==> config.mk <==
export PLATFORM = sky130hd
export DESIGN_NAME = eye_sweep_ctrl
export DESIGN_NICKNAME = d
export VERILOG_FILES = /design/src/rtl/eye_sweep_pkg.sv /design/src/rtl/eye_phase_slew.sv /design/src/rtl/eye_err_accum.sv /design/src/rtl/eye_sweep_fsm.sv /design/src/rtl/eye_sweep_ctrl.sv
export SDC_FILE = /design/constraint.sdc
export NUM_CORES = 1
export LEC_CHECK = 0
export ABC_AREA = 1
export BUFFER_PORTS_ARGS = -buffer_cell sky130_fd_sc_hd__buf_2
export CAP_MARGIN = 25
export CORE_MARGIN = 2
export CORE_UTILIZATION = 63
export CTS_CLUSTER_SIZE = 40
export DETAILED_ROUTE_END_ITERATION = 10
export HOLD_SLACK_MARGIN = 0.06
export PLACE_DENSITY = 0.94
export SLEW_MARGIN = 10
export SYNTH_ARGS = -nofsm -noshare
export SYNTH_HDL_FRONTEND = slang
export SYNTH_SLANG_ARGS = --single-unit
==> constraint.sdc <==
create_clock -name clk -period 7.5 [get_ports clk]
set_input_delay 1.5 -clock clk [delete_from_list [all_inputs] [get_ports clk]]
set_output_delay 1.5 -clock clk [all_outputs]
set_load 0.02 [all_outputs]
==> src/rtl/eye_sweep_pkg.sv <==
package eye_sweep_pkg;

    localparam int PH_W = 8;

    typedef enum logic [2:0] {
        S_IDLE,
        S_CENTER,
        S_PULSE,
        S_STEP,
        S_DWELL,
        S_REPORT
    } sweep_state_t;

endpackage

==> src/rtl/eye_phase_slew.sv <==
module eye_phase_slew #(
    parameter int PH_W = 8
) (
    input  logic            clk,
    input  logic            rst_n,
    input  logic [PH_W-1:0] tgt,
    output logic [PH_W-1:0] pos,
    output logic            at_tgt
);

    always_ff @(posedge clk) begin
        if (!rst_n) begin
            pos <= '0;
        end else if ($signed(tgt) > $signed(pos)) begin
            pos <= pos + 1'b1;
        end else if ($signed(tgt) < $signed(pos)) begin
            pos <= pos - 1'b1;
        end
    end

    assign at_tgt = (pos == tgt);

    AST_ONE_STEP: assert property (@(posedge clk) disable iff (!rst_n)
        rst_n |=> ((pos == $past(pos)) || (pos == $past(pos) + 1'b1) || (pos == $past(pos) - 1'b1)));

endmodule

==> src/rtl/eye_err_accum.sv <==
module eye_err_accum #(
    parameter int CNT_W = 52
) (
    input  logic             clk,
    input  logic             rst_n,
    input  logic             clr,
    input  logic             en,
    input  logic             inc,
    output logic [CNT_W-1:0] cnt
);

    localparam logic [CNT_W-1:0] CNT_MAX = '1;

    always_ff @(posedge clk) begin
        if (!rst_n) begin
            cnt <= '0;
        end else if (clr) begin
            cnt <= '0;
        end else if (en && inc && (cnt != CNT_MAX)) begin
            cnt <= cnt + 1'b1;
        end
    end

    AST_SAT_HOLD: assert property (@(posedge clk) disable iff (!rst_n)
        ((cnt == CNT_MAX) && !clr) |=> (cnt == CNT_MAX));

endmodule

==> src/rtl/eye_sweep_fsm.sv <==
module eye_sweep_fsm
    import eye_sweep_pkg::*;
#(
    parameter int NUM_PH  = 2,
    parameter int DWELL_W = 48
) (
    input  logic               clk,
    input  logic               rst_n,
    input  logic               auto_mode,
    input  logic               start,
    input  logic [DWELL_W-1:0] dwell_cycles,
    input  logic [PH_W-1:0]    man_ph0,
    input  logic [PH_W-1:0]    man_ph1,
    input  logic               all_at_tgt,
    input  logic               all_at_zero,
    output logic               busy,
    output logic [PH_W-1:0]    tgt0,
    output logic [PH_W-1:0]    tgt1,
    output logic               rst_pulse,
    output logic               acc_clr,
    output logic               acc_en,
    output logic               vld
);

    localparam int NPTS = (NUM_PH == 2) ? 128 : 256;
    localparam logic [7:0] LAST_K = 8'(NPTS - 1);

    sweep_state_t state, nxt;
    logic [7:0]         k;
    logic [DWELL_W-1:0] dcnt;
    logic               dwell_last;
    logic [PH_W-1:0]    pt0, pt1;

    assign dwell_last = ({1'b0, dcnt} + 1'b1) >= {1'b0, dwell_cycles};

    generate
        if (NUM_PH == 2) begin : g_two
            assign pt0 = k;
            assign pt1 = 8'hFF - k;
        end else begin : g_one
            assign pt0 = (k <= 8'd128) ? (8'd0 - k) : (k - 8'd128);
            assign pt1 = '0;
        end
    endgenerate

    always_comb begin
        nxt = state;
        unique case (state)
            S_IDLE:   if (start && auto_mode) nxt = S_CENTER;
            S_CENTER: if (all_at_zero) nxt = S_PULSE;
            S_PULSE:  nxt = S_STEP;
            S_STEP:   if (all_at_tgt) nxt = S_DWELL;
            S_DWELL:  if (dwell_last) nxt = S_REPORT;
            S_REPORT: nxt = (k == LAST_K) ? S_IDLE : S_STEP;
            default:  nxt = S_IDLE;
        endcase
    end

    always_ff @(posedge clk) begin
        if (!rst_n) begin
            state <= S_IDLE;
            k     <= '0;
            dcnt  <= '0;
        end else begin
            state <= nxt;
            if (state == S_PULSE)  k <= '0;
            if (state == S_REPORT) k <= k + 1'b1;
            if (state == S_STEP)   dcnt <= '0;
            else if (state == S_DWELL) dcnt <= dcnt + 1'b1;
        end
    end

    always_comb begin
        busy      = (state != S_IDLE);
        rst_pulse = (state == S_PULSE);
        acc_clr   = (state == S_STEP) || (state == S_PULSE);
        acc_en    = (state == S_DWELL);
        vld       = (state == S_REPORT);
        unique case (state)
            S_IDLE: begin
                tgt0 = auto_mode ? '0 : man_ph0;
                tgt1 = (auto_mode || NUM_PH != 2) ? '0 : man_ph1;
            end
            S_CENTER, S_PULSE: begin
                tgt0 = '0;
                tgt1 = '0;
            end
            default: begin
                tgt0 = pt0;
                tgt1 = pt1;
            end
        endcase
    end

    AST_CENTER_ENTRY: assert property (@(posedge clk) disable iff (!rst_n)
        ((state != S_IDLE) && (state != S_CENTER)) |=> (state != S_CENTER));

    AST_VLD_SINGLE: assert property (@(posedge clk) disable iff (!rst_n)
        vld |=> !vld);

endmodule

==> src/rtl/eye_sweep_ctrl.sv <==
module eye_sweep_ctrl
    import eye_sweep_pkg::*;
#(
    parameter int NUM_PH  = 2,
    parameter int DWELL_W = 48,
    parameter int CNT_W   = 52
) (
    input  logic               clk,
    input  logic               rst_n,
    input  logic               auto_mode,
    input  logic               start,
    input  logic [DWELL_W-1:0] dwell_cycles,
    input  logic [PH_W-1:0]    man_ph0,
    input  logic [PH_W-1:0]    man_ph1,
    input  logic               err_inc0,
    input  logic               err_inc1,
    output logic               busy,
    output logic [PH_W-1:0]    ph0_pos,
    output logic [PH_W-1:0]    ph1_pos,
    output logic               samp_rst,
    output logic               ph0_rst,
    output logic               ph1_rst,
    output logic [CNT_W-1:0]   err_cnt0,
    output logic               err_vld0,
    output logic [CNT_W-1:0]   err_cnt1,
    output logic               err_vld1
);

    generate
        if (NUM_PH == 0) begin : g_none
            assign busy     = 1'b0;
            assign ph0_pos  = '0;
            assign ph1_pos  = '0;
            assign samp_rst = 1'b0;
            assign ph0_rst  = 1'b0;
            assign ph1_rst  = 1'b0;
            assign err_cnt0 = '0;
            assign err_vld0 = 1'b0;
            assign err_cnt1 = '0;
            assign err_vld1 = 1'b0;
        end else begin : g_scan
            logic [PH_W-1:0]  tgt_a [2];
            logic [PH_W-1:0]  pos_a [2];
            logic             at_a  [2];
            logic [CNT_W-1:0] cnt_a [2];
            logic             inc_a [2];
            logic             rst_pulse, acc_clr, acc_en, vld;

            assign inc_a[0] = err_inc0;
            assign inc_a[1] = err_inc1;

            eye_sweep_fsm #(.NUM_PH(NUM_PH), .DWELL_W(DWELL_W)) u_fsm (
                .clk          (clk),
                .rst_n        (rst_n),
                .auto_mode    (auto_mode),
                .start        (start),
                .dwell_cycles (dwell_cycles),
                .man_ph0      (man_ph0),
                .man_ph1      (man_ph1),
                .all_at_tgt   (at_a[0] && at_a[1]),
                .all_at_zero  ((pos_a[0] == '0) && (pos_a[1] == '0)),
                .busy         (busy),
                .tgt0         (tgt_a[0]),
                .tgt1         (tgt_a[1]),
                .rst_pulse    (rst_pulse),
                .acc_clr      (acc_clr),
                .acc_en       (acc_en),
                .vld          (vld)
            );

            for (genvar g = 0; g < 2; g++) begin : g_ph
                if (g < NUM_PH) begin : g_live
                    eye_phase_slew #(.PH_W(PH_W)) u_slew (
                        .clk    (clk),
                        .rst_n  (rst_n),
                        .tgt    (tgt_a[g]),
                        .pos    (pos_a[g]),
                        .at_tgt (at_a[g])
                    );
                    eye_err_accum #(.CNT_W(CNT_W)) u_acc (
                        .clk   (clk),
                        .rst_n (rst_n),
                        .clr   (acc_clr),
                        .en    (acc_en),
                        .inc   (inc_a[g]),
                        .cnt   (cnt_a[g])
                    );
                end else begin : g_off
                    assign pos_a[g] = '0;
                    assign at_a[g]  = 1'b1;
                    assign cnt_a[g] = '0;
                end
            end

            assign ph0_pos  = pos_a[0];
            assign ph1_pos  = pos_a[1];
            assign err_cnt0 = cnt_a[0];
            assign err_cnt1 = cnt_a[1];
            assign err_vld0 = vld;
            assign err_vld1 = vld && (NUM_PH == 2);
            assign samp_rst = rst_pulse;
            assign ph0_rst  = rst_pulse;
            assign ph1_rst  = rst_pulse && (NUM_PH == 2);

            AST_PULSE_AT_ZERO: assert property (@(posedge clk) disable iff (!rst_n)
                samp_rst |-> ((ph0_pos == '0) && (ph1_pos == '0)));

            AST_VLD_STILL: assert property (@(posedge clk) disable iff (!rst_n)
                err_vld0 |-> ($stable(ph0_pos) && $stable(ph1_pos)));

            AST_VLD_BUSY: assert property (@(posedge clk) disable iff (!rst_n)
                err_vld0 |-> busy);
        end
    endgenerate

endmodule

* Yosys cells after proc, flatten, opt, wreduce, memory -nomap -nowiden
Index checks and enable logic that the tools add are counted.
** Word-level totals
- Latch bits :: 0
- Word-level logic and storage cells :: 72
- Memories :: 0
- Bits in registers :: 179
- Output and inout bits :: 126
- Input bits :: 70
- Memory bits (read-only) :: 0
- Memory bits (writable) :: 0
** Cells by class
- $lt $le $gt $ge :: 5
- $add $sub $neg :: 10
- Bitwise operators :: 1
- Reductions and logical operators :: 19
- $mul :: 0
- Shift-type cells :: 0
- Eq/ne operators :: 14
- Mux-type cells :: 16
- Divide/modulo/power cells :: 0
** Operators by type and width (number)
- $add 52x1->52 const B :: 2
- $ne 52x52->1 const B :: 2
- $mux 8 :: 8
- $add 48x1->49 const B :: 1
- $ge 49x48->1 :: 1
- $add 48x1->48 const B :: 1
- $pmux 8 s2 :: 2
- $add 8x1->8 const B :: 3
- $pmux 3 s6 :: 1
- $eq 8x8->1 :: 2
- $gt 8x8->1 :: 2
- $logic_not 8->1 :: 2
- $lt 8x8->1 :: 2
- $sub 8x1->8 const B :: 2
- $mux 3 :: 4
- $eq 8x7->1 const B :: 1
- $sub 8x8->8 const A :: 1
- $logic_and 1x1->1 :: 7
- $eq 3x2->1 const B :: 2
- $eq 3x3->1 const B :: 2
- $ne 2x1->1 const B :: 3
- $reduce_bool 2->1 :: 3
- $reduce_or 2->1 :: 3
- $reduce_and 4->1 :: 1
- 7 further kinds :: 7

* Longest topological paths before layout
Gate-level depths: netlist (run 1).
- Word-level depth :: 7
- Depth in mapped cells :: 28
- Depth with buffers taken out :: 28

* Cells and area by module
From an unflattened synthesis (run 1), not the netlist that was laid out.
** Second synthesis, totals
- Cells, all modules :: 2245
- Area, all modules :: 13716.9 um^2
** Modules (own cells, without submodules)
- eye_err_accum :: area each 3284.4 um^2, seq. area each 1041.0 um^2, times used 2, cells an instance 578
- eye_sweep_fsm :: area each 5260.0 um^2, seq. area each 1181.1 um^2, times used 1, cells an instance 809
- eye_phase_slew :: area each 877.1 um^2, seq. area each 160.2 um^2, times used 2, cells an instance 124
- eye_sweep_ctrl :: area each 133.9 um^2, seq. area each 0.0 um^2, times used 1, cells an instance 32

* Least setup slack after synthesis (run 1)
Ideal clock, no wire load.
- Path kind :: input port to flip-flop
- Start :: in auto_mode
- End :: reg g_scan.g_ph[1].g_live.u_slew.pos[7]
- Library setup time :: 0.115 ns
- Buffers on the path :: 1
- Data arrival time :: 4.397 ns
- Cell stages on the path :: 22
- Data required time :: 7.385 ns
- Slack :: 2.988 ns
- Cells stage by stage :: nor2_1 > clkbuf_1 > nand2_1 > o21ai_0 > ha_1 > a21oi_1 > o21ai_0 > nand2_1 > nand2_1 > or2_2 > nand2_1 > nand2_1 > ha_1 > nand2_1 > inv_1 > a221oi_1 > and2_0 > inv_1 > nand2_1 > nand3_1 > nand2_1 > nor2_1
** Between the ends
- Longest elaborated chain between the ends :: 4
- Elaborated cells between the ends (all ways) :: 6
- Classes of those cells :: order compare (2); mux (3); reduce/logical (1)
** RTL lines
- start: declaration :: line eye_sweep_ctrl.sv:10 : input logic auto_mode,
- $mux 8 * :: line eye_sweep_fsm.sv:82 : tgt1 = (auto_mode || NUM_PH != 2) ? '0 : man_ph1;
- $pmux 8 s2 * :: line eye_sweep_fsm.sv:79 : unique case (state)
- $gt 8x8->1 / $lt 8x8->1 (equally long branches) :: line eye_phase_slew.sv:14, eye_phase_slew.sv:16
- $mux 8 / $reduce_bool 2->1 (equally long branches)
- end signal: assignment :: line eye_phase_slew.sv:15 : pos <= pos + 1'b1;
- end signal: assignment :: line eye_phase_slew.sv:17 : pos <= pos - 1'b1;
- end: declaration :: line eye_phase_slew.sv:7 : output logic [PH_W-1:0] pos,
Every way passes the cells marked *; elsewhere a longest branch is shown, timed or not.
A chain may end at the register's enable or synchronous reset.

* Worst setup path in the final report (run 1)
- Start :: in auto_mode
- End :: reg g_scan.g_ph[0].g_live.u_slew.pos[7]
** Between the ends
- Longest elaborated chain between the ends :: 4
- Elaborated cells between the ends (all ways) :: 6
- Classes of those cells :: order compare (2); mux (3); reduce/logical (1)
** RTL lines
- $mux 8 * :: line eye_sweep_fsm.sv:81 : tgt0 = auto_mode ? '0 : man_ph0;
- $pmux 8 s2 * :: line eye_sweep_fsm.sv:79
- $gt 8x8->1 / $lt 8x8->1 (equally long branches) :: line eye_phase_slew.sv:14, eye_phase_slew.sv:16
- $mux 8 / $reduce_bool 2->1 (equally long branches)
- end signal: assignment :: line eye_phase_slew.sv:15
- end signal: assignment :: line eye_phase_slew.sv:17
- end: declaration :: line eye_phase_slew.sv:7
Marks and branches as above.

==> metrics, run 1 <==
DRC violation total after the first TritonRoute iteration=1,302; Post-Syn Instances=2,080; Post-CTS Setup Bufs=0; Synth Net Count=2,232; fin crit share=about three fifths; Syn Std Cell Area=0.01313 sq mm; Setup crit end kind=flip-flop; ANT cells=0; Ys Warns=0; Worst EP arrival=4.93 ns; detailed placement HPWL=29.02 mm; syn_area_per_cell=6.311 sq um; Cell variety after synth=53; Final Max Slew Viols=0; clock buffer depth=2; post-placement cell count=2,499; Max Cap Viol=0; largest net degree at the start of global routing=63; Synth-to-Final Area Change=12.91%; sequential element share of the synthesized area=27.30%; Wirelength per Cell=roughly 15 um; PortBufs=195; Final Hold Viols=0; Net count, final=2,402; Post-synth EDFFs=0; clock skew=around 0.018 ns; hold buffers post-CTS=0; min cycle time layout=around 4.6 ns; asr flop ratio synth=0%; Synth top area share=between 20% and 30%; Top Ports=196; DRT Pass-1 Iters=5; Final Worst Setup Slack=2.902 ns; Antenna Nets Post-Route=0; setup violators final=0; synthesized flop and latch total=179; Lkg Pwr=0.006711 uW; top post-synthesis cells by area=dfxtp_1 (27%), nand2_1 (15%), inv_1 (8.6%); outcome=finished, final reports clean; initial antenna violation count=0; Worst Path Max Fanout=15; pwr/cell area=approximately 300 mW/mm^2; DRC violations left=0; Starting Density=64.46%; filler cell count=1,693; Num CTS Buffers=17; startpoint types=input pin; gr usage total=34.13%; grt ovf=0; fmax=~220 MHz; Die X=148.4 um; routability cong.=about 0.95; Reg clk slew, reported paths=0.07 ns; die extent in y=about 150 um; critical path required time=between 7 and 8 ns; CTS tree=built; TNS Setup=0 ns; WHS=0.5011 ns; first-pass GRT wire length=62.18 mm; layout cells sized above 1=12.42%; top-count cell post-synth=nand2_1; Synth top cells by count=nand2_1 (514), inv_1 (302), nor2_1 (239); Rel. slew slack=31.65%; # H-tree levels=4; Root Driver=clkbuf_16; clock latency on the worst-skew pair=0.45 ns; vias in the first global route=13,100; post-route insts no fill=between 2,000 and 3,000; via count=14,140; Die Area=approximately 0.022 sq mm; post_cts resized=0; Worst Tran Pin Value=slightly above 1 ns; pre-CTS WS=2.094 ns; row count=52; RSZ-0062 raised after global routing=false; maximum VDD drop=0.0005804 V; Via density=about 5.6; core footprint=0.02036 sq mm; CP Class=input pin to flip-flop; clock sink total=179; dominant synthesized flop cell=dfxtp_1; final WL=~38 mm; Yosys top cell by area=dfxtp_1; HP Class=flip-flop to flip-flop
-- cell type report --
cell class	count	area (sq um)	area share, %
Timing Repair Buffer	200	1026	6.922
Inverter	308	1159	7.816
Clock buffer	20	456.7	3.081
Tap cell	270	337.8	2.279
Multi-Input combinational cell	1544	8143	54.93
Sequential cell	179	3583	24.17
Clock inverter	12	117.6	0.7934
-- cells in the final DEF, fill, tap and decap left out, types with 3 or more instances in the layout --
master     netlist  routed
ha_1            80      80
inv_2            4       4
nor3_2           5       5
nor2_1         239     239
nand3_1         98      98
buf_4           11       4
nor4_1          18      18
buf_2            8     195
o21a_1           3       3
and3_1           4       4
nand2_2          5       5
a211oi_1         5       5
or2_2            6       6
nand4_1         41      41
inv_6            0       6
a21oi_1        190     190
nor3_1          60      60
inv_1          302     302
clkbuf_16        0      17
a31oi_1          4       4
nor2_2          11      11
nand2_1        514     514
dfxtp_1        179     179
xnor2_1         41      41
nor2_4           5       5
xor2_1          67      67
nand3_2          6       6
a221oi_1         3       3
o21ai_0        109     109
-- flip-flops by register name, summed over array words and instances (netlist names) --
register                       cells
g_scan.g_ph.g_live.u_acc.cnt     104
g_scan.g_ph.g_live.u_slew.pos     16
g_scan.u_fsm.dcnt                 48
g_scan.u_fsm.k                     8
g_scan.u_fsm.state                 3
-- through the flow --
step	util, %	area (sq um)	power, uW
after floorplan	-	13130	3061
after global placement	69.83	14220	3404
after detailed placement	69.83	14220	3539
after CTS	72.65	14800	4442
after global routing	72.79	14820	4868
final	72.79	14820	4499
-- cell families after synthesis --
family / synth area share, %
AO/OA/AOI/OAI: 13.02
XOR/XNOR: 7.205
adder cells (fa/ha/maj): 7.930
buffers and inverters: 10.67
flip-flops: 27.30
AND/OR/NAND/NOR: 33.87
-- layer usage --
| layer | track usage [%] | vias to the layer above | part of all wire [%] |
|---|---|---|---|
| met5 | 0 | - | 0 |
| met4 | 10.19 | 0 | 2.2 |
| met3 | 5.000 | 89 | 7.1 |
| met2 | 58.03 | 639 | 47 |
| met1 | 45.05 | 6378 | 43 |
| li1 | - | 7031 | - |
-- report_power, final --
group	leakage (uW)	total, uW	switching [uW]	internal [uW]
Sequential	0.00145	1230	148	1080
Combinational	0.00498	2360	1480	880
Clock	0.000283	906	424	483
-- path summary, 6_finish.rpt --
kind | start | to | slack [ns] | cells past startpoint
setup / recovery | auto_mode | g_scan.g_ph[0].g_live.u_slew.pos[7] | 2.90 | 23
setup reg to reg | g_scan.u_fsm.state[0] | g_scan.g_ph[0].g_live.u_slew.pos[7] | 3.03 | 24
hold / removal | g_scan.g_ph[1].g_live.u_acc.cnt[19] | g_scan.g_ph[1].g_live.u_acc.cnt[19] | 0.50 | 2
hold reg to reg | g_scan.g_ph[1].g_live.u_acc.cnt[19] | g_scan.g_ph[1].g_live.u_acc.cnt[19] | 0.50 | 2
-- worst max-delay path, cell delays in order --
cell     delay [ns]
buf_2          0.12
nor2_1         0.15
buf_4          0.23
a21oi_1        0.08
a21oi_1        0.14
ha_1           0.29
inv_1          0.07
nor2_1         0.03
o21ai_0        0.14
nand2_1        0.07
nand2_1        0.06
nand2_1        0.06
xnor2_1        0.35
nand2_1        0.33
ha_1           0.46
nand3_1        0.10
nand2_1        0.14
nand4_1        0.10
and2_0         0.18
inv_1          0.05
nand2_1        0.06
a21oi_1        0.15
nor2_1         0.06
Note: power is estimated with default switching activity, not from simulation.
==> inputs of run 2 (changes only) <==
--- a/config.mk
+++ b/config.mk
@@ -9,11 +9,11 @@
 export BUFFER_PORTS_ARGS = -buffer_cell sky130_fd_sc_hd__buf_2
 export CAP_MARGIN = 25
 export CORE_MARGIN = 2
-export CORE_UTILIZATION = 63
+export CORE_UTILIZATION = 53
 export CTS_CLUSTER_SIZE = 40
 export DETAILED_ROUTE_END_ITERATION = 10
 export HOLD_SLACK_MARGIN = 0.06
-export PLACE_DENSITY = 0.94
+export PLACE_DENSITY = 0.85
 export SLEW_MARGIN = 10
 export SYNTH_ARGS = -nofsm -noshare
 export SYNTH_HDL_FRONTEND = slang
==> constraint.sdc (replaced) <==
create_clock -name clk -period 4.2 [get_ports clk]
set_input_delay 0.84 -clock clk [delete_from_list [all_inputs] [get_ports clk]]
set_output_delay 0.84 -clock clk [all_outputs]
set_load 0.02 [all_outputs]
==> metrics, run 2 (synthesis gave the netlist of run 1 again) <==
Worst Tran Pin Value=0.8514 ns; Final Max Slew Viols=0; TNS Setup=0 ns; Largest Register=g_scan.g_ph.g_live.u_acc.cnt; pwr/cell area=about 550 mW/mm^2; Num CTS Buffers=17; Root Driver=clkbuf_16; core footprint=about 0.024 sq mm; WHS=0.4973 ns; initial antenna violation count=0; final WL=38.08 mm; Worst Path Max Fanout=16; total power=8140 uW; die extent in y=roughly 160 um; reg-to-reg critical path startpoint=g_scan.u_fsm.state[0]; r2r worst-path depth=23; clock sink total=179; row count=57; Rel. slew slack=43.16%; Via density=5.391; clock buffer depth=2; Die X=161.4 um; HP Class=flip-flop to flip-flop; via count=13,960; Wirelength per Cell=around 15 um; PortBufs=195; post-placement cell count=approximately 2,600; detailed placement HPWL=29.65 mm; Worst path max stage delay=0.37 ns; RSZ-0062 raised after global routing=false; DRC violations left=0; Starting Density=53.98%; Largest regs=g_scan.g_ph.g_live.u_acc.cnt: 104 flops, g_scan.u_fsm.dcnt: 48 flops, g_scan.g_ph.g_live.u_slew.pos: 16 flops; most common cell after layout, fill and taps aside=nand2_1; Antenna Nets Post-Route=0; CTS tree=built; Hold Startpoint=g_scan.g_ph[1].g_live.u_acc.cnt[28]; Reg clk slew, reported paths=about 0.070 ns; DRT Pass-1 Iters=6; delay-heaviest family, CP=simple AND/OR/NAND/NOR gates; filler cell count=approximately 2,400; hold depth=2; most frequent cell on the critical path=nand2_1; Setup crit end kind=flip-flop; largest net degree at the start of global routing=56; Endpoint, Worst Hold=g_scan.g_ph[1].g_live.u_acc.cnt[28]; end of the worst register-to-register path=g_scan.g_ph[0].g_live.u_slew.pos[6]; setup violators final=0; CP Class=flip-flop to flip-flop; Worst EP arrival=4.19 ns; flip-flop count of the largest register after layout=104; Top Ports=196; vias in the first global route=~13,000; fmax=~260 MHz; Post-CTS Setup Bufs=0; # H-tree levels=4; gr usage total=about 29%; critical path required time=4.52 ns; Lkg Pwr=0.006720 uW; Util after Layout=61.41%; Die Area=approximately 0.026 sq mm; Final Hold Viols=0; clock skew=0.01423 ns; critical-path cell list=nor2_1 -> nand2_1 -> nor2_1 -> buf_12 -> a21oi_1 -> a21oi_1 -> ha_1 -> inv_1 -> nor2_1 -> o21ai_0 -> nand2_1 -> nand2_1 -> nand2_1 -> xnor2_4 -> nand2_4 -> ha_1 -> a21oi_1 -> nand2_1 -> nand2_1 -> nand2_1 -> a21oi_1 -> xor2_1 -> a21oi_1; post-route insts no fill=2,590; ANT cells=0; WP buf/inv=2; CP max stage cell=ha_1; commonest non-fill, non-tap cells in the layout=nand2_1 (512), inv_1 (302), nor2_1 (239); DRC violation total after the first TritonRoute iteration=1,136; Net count, final=2,406; Max Cap Viol=0; maximum VDD drop=0.0007888 V; routability cong.=0.9313; reg2reg setup slack=0.33 ns; Synth-to-Final Area Change=13.76%; grt ovf=0; clock latency on the worst-skew pair=0.44 ns; first-pass GRT wire length=61.94 mm; post_cts resized=0; fin crit share=92.09%; hold buffers post-CTS=0; startpoint types=flip-flop; outcome=finished, final reports clean; layout cells sized above 1=12.58%; min cycle time layout=3.868 ns
==> run 2: layout make-up <==
class                   count  area (sq um)  area share, %
inverters                 308          1159          7.758
multi-input cells        1544          8172          54.72
flip-flops and latches    179          3583          23.99
well taps                 324         405.4          2.714
clock buffers              20         436.7          2.924
repair buffers            204          1076          7.205
clock inverters            11         102.6         0.6870
==> run 2: worst reg2reg max path: cells and delay by family (launching register included) <==
family | cells | cell delay, ns
fa+ha+maj | 2 | 0.66
buf+inv | 2 | 0.24
flops | 1 | 0.34
compound gates | 6 | 0.87
simple gates | 11 | 1.23
xor+xnor | 2 | 0.42
==> run 2: power by group <==
part           switching (uW)  internal, uW
Sequential                270          1930
Combinational            2730          1650
Clock                     734           819
Total                    3730          4410
==> run 2: how the worst max path moves through the flow <==
stage,endpoint,slack (ns),depth (start not counted),from
2_1_floorplan,g_scan.g_ph[1].g_live.u_slew.pos[7],0.35,22,auto_mode
3_5_place_dp,g_scan.g_ph[0].g_live.u_slew.pos[6],-0.06,22,auto_mode
5_1_grt,g_scan.g_ph[0].g_live.u_slew.pos[6],0.02,23,g_scan.u_fsm.state[0]
4_1_cts,g_scan.g_ph[0].g_live.u_slew.pos[6],0.19,23,g_scan.u_fsm.state[0]
3_3_place_gp,g_scan.g_ph[0].g_live.u_slew.pos[7],0.20,23,auto_mode
6_report,g_scan.g_ph[0].g_live.u_slew.pos[6],0.33,23,g_scan.u_fsm.state[0]
==> run 2: through the flow <==
| step | worst slack (ns) | instance area, sq um |
|---|---|---|
| 2_1_floorplan | 0.3475 | 13130 |
| 3_3_place_gp | 0.2019 | 14340 |
| 3_5_place_dp | -0.06464 | 14370 |
| 4_1_cts | 0.1867 | 14910 |
| 5_1_grt | 0.01780 | 14930 |
| 6_report | 0.3323 | 14930 |
==> run 2: per-layer routing <==
metal,wire (um),GRT usage (%),share of wire (%),up-vias
li1,-,-,-,7035
met5,0,0,0,-
met1,16720,37.27,44,6411
met4,979,9.984,2.6,0
met3,2020,3.390,5.3,72
met2,18360,50.23,48,445
==> inputs of run 3 (changes only) <==
--- a/config.mk
+++ b/config.mk
@@ -8,10 +8,12 @@
 export ABC_AREA = 1
 export BUFFER_PORTS_ARGS = -buffer_cell sky130_fd_sc_hd__buf_2
 export CAP_MARGIN = 25
+export CORE_ASPECT_RATIO = 0.5
 export CORE_MARGIN = 2
 export CORE_UTILIZATION = 53
 export CTS_CLUSTER_SIZE = 40
 export DETAILED_ROUTE_END_ITERATION = 10
+export GPL_ROUTABILITY_DRIVEN = 0
 export HOLD_SLACK_MARGIN = 0.06
 export PLACE_DENSITY = 0.85
 export SLEW_MARGIN = 10
==> metrics, run 3 (synthesis gave the netlist of run 1 again) <==
Worst Path Max Fanout=13; critical path required time=between 4 and 5 ns; Final Hold Viols=0; Die X=226.6 um; DRC violations left=0; fin crit share=90.19%; DRT Pass-1 Iters=5; Reg clk slew, reported paths=0.07 ns; Max Cap Viol=0; DRC violation total after the first TritonRoute iteration=about 1,700; clock skew=between 0.006 and 0.007 ns; Final Max Slew Viols=0; reg-to-reg critical path startpoint=g_scan.u_fsm.state[0]; die extent in y=115.3 um; Util after Layout=between 60% and 70%; reg2reg setup slack=0.41 ns; Largest regs=g_scan.g_ph.g_live.u_acc.cnt: 104 flops, g_scan.u_fsm.dcnt: 48 flops, g_scan.g_ph.g_live.u_slew.pos: 16 flops; Worst Setup EP=g_scan.g_ph[0].g_live.u_slew.pos[6]; Largest Register=g_scan.g_ph.g_live.u_acc.cnt; layout cells sized above 1=12.69%; setup violators final=0; critical-path cell list=nor2_2 -> nand2_1 -> nor2_1 -> buf_4 -> buf_4 -> nand2_1 -> a21oi_1 -> ha_1 -> a21oi_1 -> o21a_1 -> nand2_1 -> xnor2_1 -> nand2_2 -> ha_1 -> a21oi_1 -> nand2_1 -> nand2_1 -> nand2_1 -> a21oi_1 -> xor2_1 -> a21oi_1; Setup crit end kind=flip-flop; core footprint=0.02417 sq mm; Die Area=0.02612 sq mm; fmax=264.0 MHz; most common cell after layout, fill and taps aside=nand2_1; vias in the first global route=12,360; maximum VDD drop=0.0008115 V; TNS Setup=0 ns; Post-CTS Setup Bufs=0; post_cts resized=0; gr usage total=around 29%; Crit. Startpoint=g_scan.u_fsm.state[0]; delay-heaviest family, CP=simple AND/OR/NAND/NOR gates; Worst path max stage delay=0.40 ns; r2r worst-path depth=21; Root Driver=clkbuf_16; via count=approximately 14,000; WP buf/inv=2; Wirelength per Cell=14.28 um; end of the worst register-to-register path=g_scan.g_ph[0].g_live.u_slew.pos[6]; Synth-to-Final Area Change=13.70%; HP Class=flip-flop to flip-flop; CP max stage cell=ha_1; initial antenna violation count=0; total power=7947 uW; Starting Density=54.31%; pwr/cell area=about 530 mW/mm^2; min cycle time layout=between 3 and 4 ns; commonest non-fill, non-tap cells in the layout=nand2_1 (512), inv_1 (302), nor2_1 (238); clock sink total=179; filler cell count=about 2,300; PortBufs=between 150 and 200; final WL=37.21 mm; outcome=finished, final reports clean; RSZ-0062 raised after global routing=false; clock buffer depth=2; clock latency on the worst-skew pair=0.45 ns; most frequent cell on the critical path=nand2_1; flip-flop count of the largest register after layout=104; Net count, final=approximately 2,400; startpoint types=flip-flop; hold buffers post-CTS=0; Num CTS Buffers=17; Antenna Nets Post-Route=0; detailed placement HPWL=roughly 28 mm; WHS=0.4918 ns; CTS tree=built; Via density=5.406; Top Ports=196; CP Class=flip-flop to flip-flop; largest net degree at the start of global routing=63; # H-tree levels=4; Worst EP arrival=4.13 ns; Worst Tran Pin Value=between 0.8 and 0.9 ns; ANT cells=0; row count=40; Levels on crit path=21; first-pass GRT wire length=between 60 and 70 mm; Lkg Pwr=around 0.0067 uW; grt ovf=0; Rel. slew slack=between 40% and 50%
-- run 3: worst min-delay path by stage --
stage	from	to	slack (ns)	depth (start not counted)
2_1_floorplan	g_scan.u_fsm.k[7]	g_scan.u_fsm.k[7]	0.46	1
3_3_place_gp	g_scan.g_ph[0].g_live.u_acc.cnt[3]	g_scan.g_ph[0].g_live.u_acc.cnt[3]	0.48	1
3_5_place_dp	g_scan.g_ph[0].g_live.u_acc.cnt[28]	g_scan.g_ph[0].g_live.u_acc.cnt[28]	0.48	1
4_1_cts	g_scan.g_ph[0].g_live.u_acc.cnt[28]	g_scan.g_ph[0].g_live.u_acc.cnt[28]	0.49	1
5_1_grt	g_scan.g_ph[0].g_live.u_acc.cnt[3]	g_scan.g_ph[0].g_live.u_acc.cnt[3]	0.53	1
6_report	g_scan.g_ph[0].g_live.u_acc.cnt[3]	g_scan.g_ph[0].g_live.u_acc.cnt[3]	0.49	1
-- run 3: final cells by class --
class	instances	area, sq um	share of cell area [%]
Inverter	308	1159	7.763
Clock buffer	22	464.2	3.110
Clock inverter	10	77.57	0.5197
Sequential cell	179	3583	24.01
Multi-Input combinational cell	1544	8150	54.61
Tap cell	336	420.4	2.817
Timing Repair Buffer	206	1071	7.176
-- run 3: report_power, final --
| group | total [uW] | switching [uW] | internal, uW |
|---|---|---|---|
| logic | 4230 | 2620 | 1600 |
| registers | 2210 | 274 | 1930 |
| clock network | 1510 | 721 | 792 |
-- run 3: per-layer routing --
metal | vias to the layer above | wire (um) | global-route usage, %
met5 | - | 0 | 0
met4 | 0 | 802 | 9.342
met3 | 63 | 3477 | 6.057
met2 | 629 | 16060 | 43.91
met1 | 6335 | 16870 | 40.35
li1 | 7056 | - | -
-- run 3: metrics by stage --
stage | cell area [sq um] | std cells | setup slack [ns]
finish | 14930 | 2605 | 0.4118
CTS | 14900 | 2604 | 0.3137
floorplan | 13130 | 2080 | 0.3475
global route | 14930 | 2605 | 0.02754
detailed placement | 14360 | 2572 | 0.1185
global placement | 14360 | 2572 | 0.2455
